[config.mk]
export PLATFORM = sky130hd
export DESIGN_NAME = cslut_top
export DESIGN_NICKNAME = d
export VERILOG_FILES = /design/src/rtl/cslut_pkg.sv /design/src/rtl/cslut_decoder.sv /design/src/rtl/cslut_cell_array.sv /design/src/rtl/cslut_read_mux.sv /design/src/rtl/cslut_top.sv
export SDC_FILE = /design/constraint.sdc
export NUM_CORES = 1
export LEC_CHECK = 0
export ABC_AREA = 1
export BUFFER_PORTS_ARGS = -buffer_cell sky130_fd_sc_hd__buf_2
export CAP_MARGIN = 5
export CORE_UTILIZATION = 63
export CTS_CLUSTER_DIAMETER = 80
export DETAILED_ROUTE_END_ITERATION = 8
export HOLD_SLACK_MARGIN = 0.1
export PLACE_DENSITY = 0.85
export SLEW_MARGIN = 0
export SYNTH_ARGS = -nofsm -noshare
export SYNTH_HDL_FRONTEND = slang
export SYNTH_SLANG_ARGS = --single-unit
[constraint.sdc]
create_clock -name clk -period 1.88 [get_ports clk]
set_clock_uncertainty 0.15 [all_clocks]
set_input_delay 0.282 -clock clk [delete_from_list [all_inputs] [get_ports clk]]
set_output_delay 0.282 -clock clk [all_outputs]
set_load 0.03 [all_outputs]
[src/rtl/cslut_pkg.sv]
package cslut_pkg;

  typedef enum logic [1:0] {
    OP_EVAL  = 2'd0,
    OP_SET   = 2'd1,
    OP_CLEAR = 2'd2
  } cslut_op_e;

  // The clear outranks the set strobe; evaluation only when both are idle.
  function automatic cslut_op_e cslut_classify(input logic set_i, input logic clr_i);
    if (clr_i)      return OP_CLEAR;
    else if (set_i) return OP_SET;
    else            return OP_EVAL;
  endfunction

endpackage

[src/rtl/cslut_decoder.sv]
module cslut_decoder #(
  parameter int AW = 3,
  localparam int LINES = 1 << AW
) (
  input  logic             en_i,
  input  logic [AW-1:0]    addr_i,
  output logic [LINES-1:0] sel_o
);

  for (genvar g = 0; g < LINES; g++) begin : g_line
    assign sel_o[g] = en_i && (addr_i == AW'(g));
  end

endmodule

[src/rtl/cslut_cell_array.sv]
module cslut_cell_array #(
  parameter int SIDE = 8,
  localparam int CELLS = SIDE * SIDE
) (
  input  logic             clk,
  input  logic             rst_n,
  input  logic             clr_i,
  input  logic [SIDE-1:0]  row_sel_i,
  input  logic [SIDE-1:0]  col_sel_i,
  output logic [CELLS-1:0] cells_o
);

  logic [CELLS-1:0] cells_q;
  logic [CELLS-1:0] cells_nxt;
  logic [CELLS-1:0] hit;
  logic             upd_en;

  for (genvar r = 0; r < SIDE; r++) begin : g_row
    for (genvar c = 0; c < SIDE; c++) begin : g_col
      // A cell is hit only when both of its lines coincide.
      assign hit[r*SIDE + c] = row_sel_i[r] & col_sel_i[c];
    end
  end

  assign upd_en = clr_i | (|row_sel_i);

  always_comb begin
    if (clr_i) cells_nxt = '0;
    else       cells_nxt = cells_q | hit;
  end

  always_ff @(posedge clk or negedge rst_n) begin
    if (!rst_n)      cells_q <= '0;
    else if (upd_en) cells_q <= cells_nxt;
  end

  assign cells_o = cells_q;

endmodule

[src/rtl/cslut_read_mux.sv]
module cslut_read_mux #(
  parameter int SIDE = 8,
  localparam int AW    = $clog2(SIDE),
  localparam int IW    = 2 * AW,
  localparam int CELLS = SIDE * SIDE
) (
  input  logic             clk,
  input  logic             rst_n,
  input  logic             eval_i,
  input  logic [CELLS-1:0] cells_i,
  input  logic [IW-1:0]    idx_i,
  output logic             bit_o
);

  logic [AW-1:0] row_idx;
  logic [AW-1:0] col_idx;
  logic [SIDE-1:0] row_bits;
  logic          bit_nxt;
  logic          bit_q;

  assign row_idx = idx_i[IW-1:AW];
  assign col_idx = idx_i[AW-1:0];

  // First pick the row, then the column inside it.
  always_comb begin
    row_bits = '0;
    for (int c = 0; c < SIDE; c++) begin
      row_bits[c] = cells_i[int'(row_idx) * SIDE + c];
    end
    bit_nxt = row_bits[col_idx];
  end

  always_ff @(posedge clk or negedge rst_n) begin
    if (!rst_n)      bit_q <= 1'b0;
    else if (eval_i) bit_q <= bit_nxt;
  end

  assign bit_o = bit_q;

endmodule

[src/rtl/cslut_top.sv]
module cslut_top #(
  parameter int SIDE = 8,
  localparam int AW    = $clog2(SIDE),
  localparam int IW    = 2 * AW,
  localparam int CELLS = SIDE * SIDE
) (
  input  logic          clk,
  input  logic          rst_n,
  input  logic          clr_all,
  input  logic          set_stb,
  input  logic [AW-1:0] row_addr,
  input  logic [AW-1:0] col_addr,
  input  logic [IW-1:0] lkp_in,
  output logic          lkp_out
);
  import cslut_pkg::*;

  cslut_op_e        op;
  logic             wr_en;
  logic             clr_en;
  logic             eval_en;
  logic [SIDE-1:0]  row_sel;
  logic [SIDE-1:0]  col_sel;
  logic [CELLS-1:0] cells;

  assign op      = cslut_classify(set_stb, clr_all);
  assign wr_en   = (op == OP_SET);
  assign clr_en  = (op == OP_CLEAR);
  assign eval_en = (op == OP_EVAL);

  cslut_decoder #(.AW(AW)) u_row_dec (
    .en_i   (wr_en),
    .addr_i (row_addr),
    .sel_o  (row_sel)
  );

  cslut_decoder #(.AW(AW)) u_col_dec (
    .en_i   (wr_en),
    .addr_i (col_addr),
    .sel_o  (col_sel)
  );

  cslut_cell_array #(.SIDE(SIDE)) u_array (
    .clk       (clk),
    .rst_n     (rst_n),
    .clr_i     (clr_en),
    .row_sel_i (row_sel),
    .col_sel_i (col_sel),
    .cells_o   (cells)
  );

  cslut_read_mux #(.SIDE(SIDE)) u_rd (
    .clk     (clk),
    .rst_n   (rst_n),
    .eval_i  (eval_en),
    .cells_i (cells),
    .idx_i   (lkp_in),
    .bit_o   (lkp_out)
  );

endmodule

; Word level (Yosys, flattened, before mapping)
; Cells that the tools add are included.
[op_classes]
n_addsub = 7
magnitude_cmp = 9
eq_ne = 16
n_mux = 28
n_bitwise = 66
n_reduce_logical = 20
[ops]
columns = operator, n
row1 = < comparator 32 x 8 -> 1 bit (second input constant), 7
row2 = AND 1 bit, 64
row3 = 2-to-1 mux 64 bit, 1
row4 = OR 64 bit, 1
row5 = binary-select mux 1 bit (select 6 bit), 7
row6 = adder 6 x 3 -> 7 bit (second input constant), 4
row7 = equality test 3 bit (second input constant), 8
row8 = 2-to-1 mux 1 bit, 17
row9 = logical AND 1 bit, 16
row10 = adder 6 x 2 -> 7 bit (second input constant), 2
row11 = equality test 3 x 2 -> 1 bit (second input constant), 4
row12 = OR reduction 8 bit, 1
row13 = adder 6 x 1 -> 7 bit (second input constant), 1
row14 = < comparator 6 x 7 -> 1 bit (second input constant), 1
row15 = binary-select mux 1 bit (select 3 bit), 2
row16 = equality test 3 x 1 -> 1 bit (second input constant), 2
row17 = logical NOT 3 bit, 2
row18 = < comparator 3 x 4 -> 1 bit (second input constant), 1
row19 = equality test 2 x 1 -> 1 bit (second input constant), 1
row20 = equality test 2 bit (second input constant), 1
row21 = logical NOT 2 bit, 1
row22 = 2-to-1 mux 2 bit, 1
row23 = OR 1 bit, 1
[totals]
regBits = 65
input_bits = 16
output_inout_bits = 1

; Depth between registers and ports, before layout
[logic_depth]
word_depth = 7
ltp_mapped = 13
depth_no_buf = 11

; By module
; A second synthesis with hierarchy kept.
[hier_totals]
hier_cells = 469
hier_area_um2 = 3768.6
[modules_own_cells]
columns = mod, instances, cells_each, area_per_inst_um2
row1 = cslut_cell_array, 1, 279, 2839.0
row2 = cslut_read_mux, 1, 152, 787.0
row3 = cslut_decoder, 2, 17, 63.8
row4 = cslut_top, 1, 4, 15.0

; Least setup slack after synthesis
; OpenSTA, ideal clock, no wires.
[synth_path]
path_type = input to register
from = input port lkp_in[4]
to = register u_rd.bit_q, in the netlist u_rd.bit_o
setup_ps = 120
t_arrival_ps = 1152
required_ps = 1610
slack_ps = 457
stages = 12
path_buffers = 2
cell_sequence = buf_2 inv_2 buf_4 nand3_1 nand3_1 nand3_1 nand2_1 nand2_1 nand3_1 nand2_1 nand2_1 nand2_1
[synth_between]
elab_chain_cells = 6
[synth_rtl]
columns = item, line_no
row1 = start: declaration, cslut_top.sv:13  ; input logic [IW-1:0] lkp_in,
row2 = "adder 6 x 1 -> 7 bit, or another cell as far along", cslut_read_mux.sv:28  ; row_bits[c] = cells_i[int'(row_idx) * SIDE + c];
row3 = binary-select mux 1 bit (select 6 bit), cslut_read_mux.sv:28
row4 = 2-to-1 mux 1 bit (implied by the code) (2 in a row), cslut_read_mux.sv:28
row5 = binary-select mux 1 bit (select 3 bit) (*), cslut_read_mux.sv:30  ; bit_nxt = row_bits[col_idx];
row6 = 2-to-1 mux 1 bit (implied by the code) (*), cslut_read_mux.sv:30
row7 = end signal: assignment, cslut_read_mux.sv:35  ; else if (eval_i) bit_q <= bit_nxt;
row8 = end: declaration, cslut_read_mux.sv:19  ; logic bit_q;
; Mark *: on every way between the ends. The rest lies on a longest branch, timed or not. The select of a mux whose other input is x is not followed.
; A chain may end at the register's enable or synchronous reset.

; Worst setup path after layout
[layout_path]
from = input port set_stb
to = register u_array.cells_q[18], in the netlist u_array.cells_o[18]
[layout_between]
elab_chain_cells = 7
[layout_rtl]
columns = item, line_no
row1 = start: declaration, cslut_top.sv:10  ; input logic set_stb,
row2 = 2-to-1 mux 1 bit (*), cslut_pkg.sv:12  ; else if (set_i) return OP_SET;
row3 = 2-to-1 mux 2 bit (*), cslut_pkg.sv:11  ; if (clr_i) return OP_CLEAR;
row4 = equality test 2 x 1 -> 1 bit, cslut_top.sv:27  ; assign wr_en = (op == OP_SET);
row5 = logical AND 1 bit, cslut_decoder.sv:11  ; assign sel_o[g] = en_i && (addr_i == AW'(g));
row6 = AND 1 bit, cslut_cell_array.sv:21  ; assign hit[r*SIDE + c] = row_sel_i[r] & col_sel_i[c];
row7 = OR 64 bit, cslut_cell_array.sv:29  ; else cells_nxt = cells_q | hit;
row8 = 2-to-1 mux 64 bit, cslut_cell_array.sv:28  ; if (clr_i) cells_nxt = '0;
row9 = end signal: assignment, cslut_cell_array.sv:34  ; else if (upd_en) cells_q <= cells_nxt;
row10 = end: declaration, cslut_cell_array.sv:13  ; logic [CELLS-1:0] cells_q;
; Mark *: on every way between the ends. The rest lies on a longest branch, timed or not.

==> impl_metrics.yaml <==
synth:
  synth_top_family_by_area: "simple AND/OR/NAND/NOR gates"
  yosysWarnings: 0
  synthAdderAreaFrac_pct: 0
  seq_area_frac_synth_pct: 51.2
  synth_xor_area_share_pct: 0
  synth-compound-area-share_pct: 10.5
  netlist_instances: 401
  syn-num-nets: 417
  netlist_area_um2: 3180
  synth_cell_type_count: 18
  muxShareOfSynthArea_pct: 0
  synth-seq-cells: 65
  syn_avg_cell_area_um2: 7.92
  synth-simple-area-share_pct: 31.8
pwr:
  p_per_area_nw_per_um2: 775
  vdd.ir_drop.worst_uv: 622
  cellLeakagePower_nw: 1.66
final_layout:
  finalNetCount: 446
  layout-drive-gt1-share_pct: 15.2
  area_growth_pct: 14.4
  fill_cells: 374
  final_area_um2: 3630
  antenna_cells: 0
  final_core_util_pct: 75.9
clocking:
  cts.sinks: 65
  cts_root_buffer: "clkbuf_8"
  cts_tree: "built"
  post_cts.repair.setup_buffers: 0
  numCtsBuffers: 9
  clock_latency_ps: 350
  cts_buffer_depth: 2
  htreeDepth: 3
  cts.reportedPaths.clkPinSlew_ps: 70
placement:
  placed_area_um2: 3420
  numPortBuffers: 16
  hpwl_mm: 5.18
  gp_congestion: 0.892
floorplanning:
  core_um2: 4790
  ioPinCount: 17
  std_cell_rows: 25
  die_w_um: 73.0
  initial_core_util_pct: 66.4
  dieArea_um2: 5330
  die_height_um: 73.0
setup_path:
  critPathKind: "in -> reg"
  crit_chain: "dlymetal6s4s_1 > inv_2 > nor2_4 > inv_4 > or2_4 > nor2_4 > nand2_1 > a21oi_2"
  crit_arrival_ps: 1610
  crit_path_frequent_cell: "nor2_4"
  start_kind: "primary input"
  cpPeakStageDelay_ps: 310
  end_kind: "register"
  worst_path_max_delay_cell: "or2_4"
  worstPathMaxFanout: 8
  rrSetupSlack_ps: 510
  crit_required_ps: 2000
job:
  max-cap-violations: 0
timing:
  layout_worst_path_cycle_share_pct: 79.7
  finalSetupViolCount: 0
  slew_violations: 0
  hold_viol_final: 0
  rsz0062_at_grt: "false"
  fmax_mhz: 668
  final.min_clock_period_ps: 1500
  slew_headroom_pct: 55.6
  fin_setup_tns_ps: 0
  worst_pin_slew_ps: 666
routing:
  drcViolationCount: 0
  num_vias: 2909
  viasPerCell: 5.82
  drtIter0Drc: 353
  ant_nets: 0
  wirelength_mm: 8.14
  wl_per_cell_um: 16.3
  first_pass_iters: 5
global_route:
  grt_pass1_wl_mm: 13.4
  grt_max_degree: 66
  overflow: 0
  grt_pass1_vias: 2824
  antenna_found_initial: 0
  track_usage_pct: 34.6
run_status:
  status: "finished, final reports clean"
hold_path:
  min_path_type: "in -> reg"
## flip-flops by register name, summed over array words and instances (netlist names)
| register | count |
|---|---|
| u_array.cells_o | 64 |
| u_rd.bit_o | 1 |
## synth_stat cells
master,number,area share (%)
buf_4,4,0.95
o21ai_0,1,0.16
nor2_1,51,6.0
nor3_2,4,1.3
nor4_4,2,1.3
clkbuf_1,4,0.47
or2_4,1,0.28
a22o_1,2,0.55
nand3b_1,1,0.24
nand3_1,57,9.0
a21oi_1,62,9.8
inv_1,27,3.2
dfrtp_1,65,51
buf_1,4,0.47
inv_2,4,0.47
nor2_4,5,1.8
buf_2,6,0.95
nand2_1,101,12
## final timing paths
path | from | end | cells after the start
max | set_stb | u_array.cells_o[18]$_DFFE_PN0P_ | 8
min | lkp_in[2] | u_rd.bit_o$_DFFE_PN0N_ | 5
max reg2reg | u_array.cells_o[56]$_DFFE_PN0P_ | u_rd.bit_o$_DFFE_PN0N_ | 10
min reg2reg | u_array.cells_o[20]$_DFFE_PN0P_ | u_array.cells_o[20]$_DFFE_PN0P_ | 2
max in group asynchronous | rst_n | u_array.cells_o[37]$_DFFE_PN0P_ | 3
min in group asynchronous | rst_n | u_array.cells_o[8]$_DFFE_PN0P_ | 2
## layout make-up
type                            count  area (um^2)  share of cell area, %
Tap cell                           67         83.8                   2.31
Clock inverter                      3         42.5                   1.17
Sequential cell                    65         1630                   44.8
Clock buffer                       11          141                   3.89
Timing Repair Buffer               36          265                   7.30
Multi-Input combinational cell    287         1360                   37.3
Inverter                           31          119                   3.27
## critical path, delay by kind of cell
family                 cells  cell delay, ps
AOI/OAI and AO/OA          1             130
and+or+nand+nor            4             810
buffers and inverters      3             390
## cells by family (layout without fill, tap and decap cells)
| logic type | count (synthesis) | after routing |
|---|---|---|
| AND/OR/NAND/NOR | 222 | 222 |
| buffers and inverters | 49 | 81 |
| flip-flops | 65 | 65 |
| AO/OA/AOI/OAI | 65 | 65 |
## layer usage
layer / GRT usage (%) / share of wire, % / wire, um
met1: 45.8 / 41 / 3360
met2: 53.4 / 47 / 3850
met3: 8.43 / 8.3 / 672
met4: 17.0 / 3.2 / 260
met5: 0 / 0 / 0
## stage by stage
| step | power (mW) | hold WS, ps | cells | worst slack, ps |
|---|---|---|---|---|
| floorplan | 1.58 | -164 | 401 | 457 |
| global placement | 1.68 | 81.9 | 485 | 215 |
| detailed placement | 1.69 | 86.7 | 485 | 187 |
| CTS | 2.82 | 131 | 501 | 78.1 |
| global route | 2.90 | 172 | 500 | 331 |
| finish | 2.82 | 143 | 500 | 382 |
## timing repair
| item | 4_1_cts | 5_1_grt |
|---|---|---|
| resized for setup | 0 | 5 |
| setup endpoints to repair | 0 | 9 |
| hold endpoints to repair | 17 | 0 |
| hold buffers | 2 | 0 |
## power by group
group	internal [mW]	total, mW	switching [mW]
clock network	0.632	1.15	0.515
logic	0.0734	0.263	0.190
registers	1.40	1.41	0.00303
total	2.11	2.82	0.708
## placed cells by master, fill, tap and decap left out, types with 2 or more instances in the layout
| master | count |
|---|---|
| nor2_1 | 51 |
| buf_2 | 15 |
| nor2_4 | 5 |
| inv_1 | 27 |
| nand2_1 | 101 |
| nor4_4 | 2 |
| nand3_1 | 57 |
| buf_4 | 17 |
| buf_12 | 2 |
| nor3_2 | 4 |
| a21oi_2 | 3 |
| a22o_1 | 2 |
| dfrtp_1 | 65 |
| inv_2 | 3 |
| clkbuf_8 | 10 |
| a21oi_1 | 59 |
Note: power is estimated with default switching activity, not from simulation.
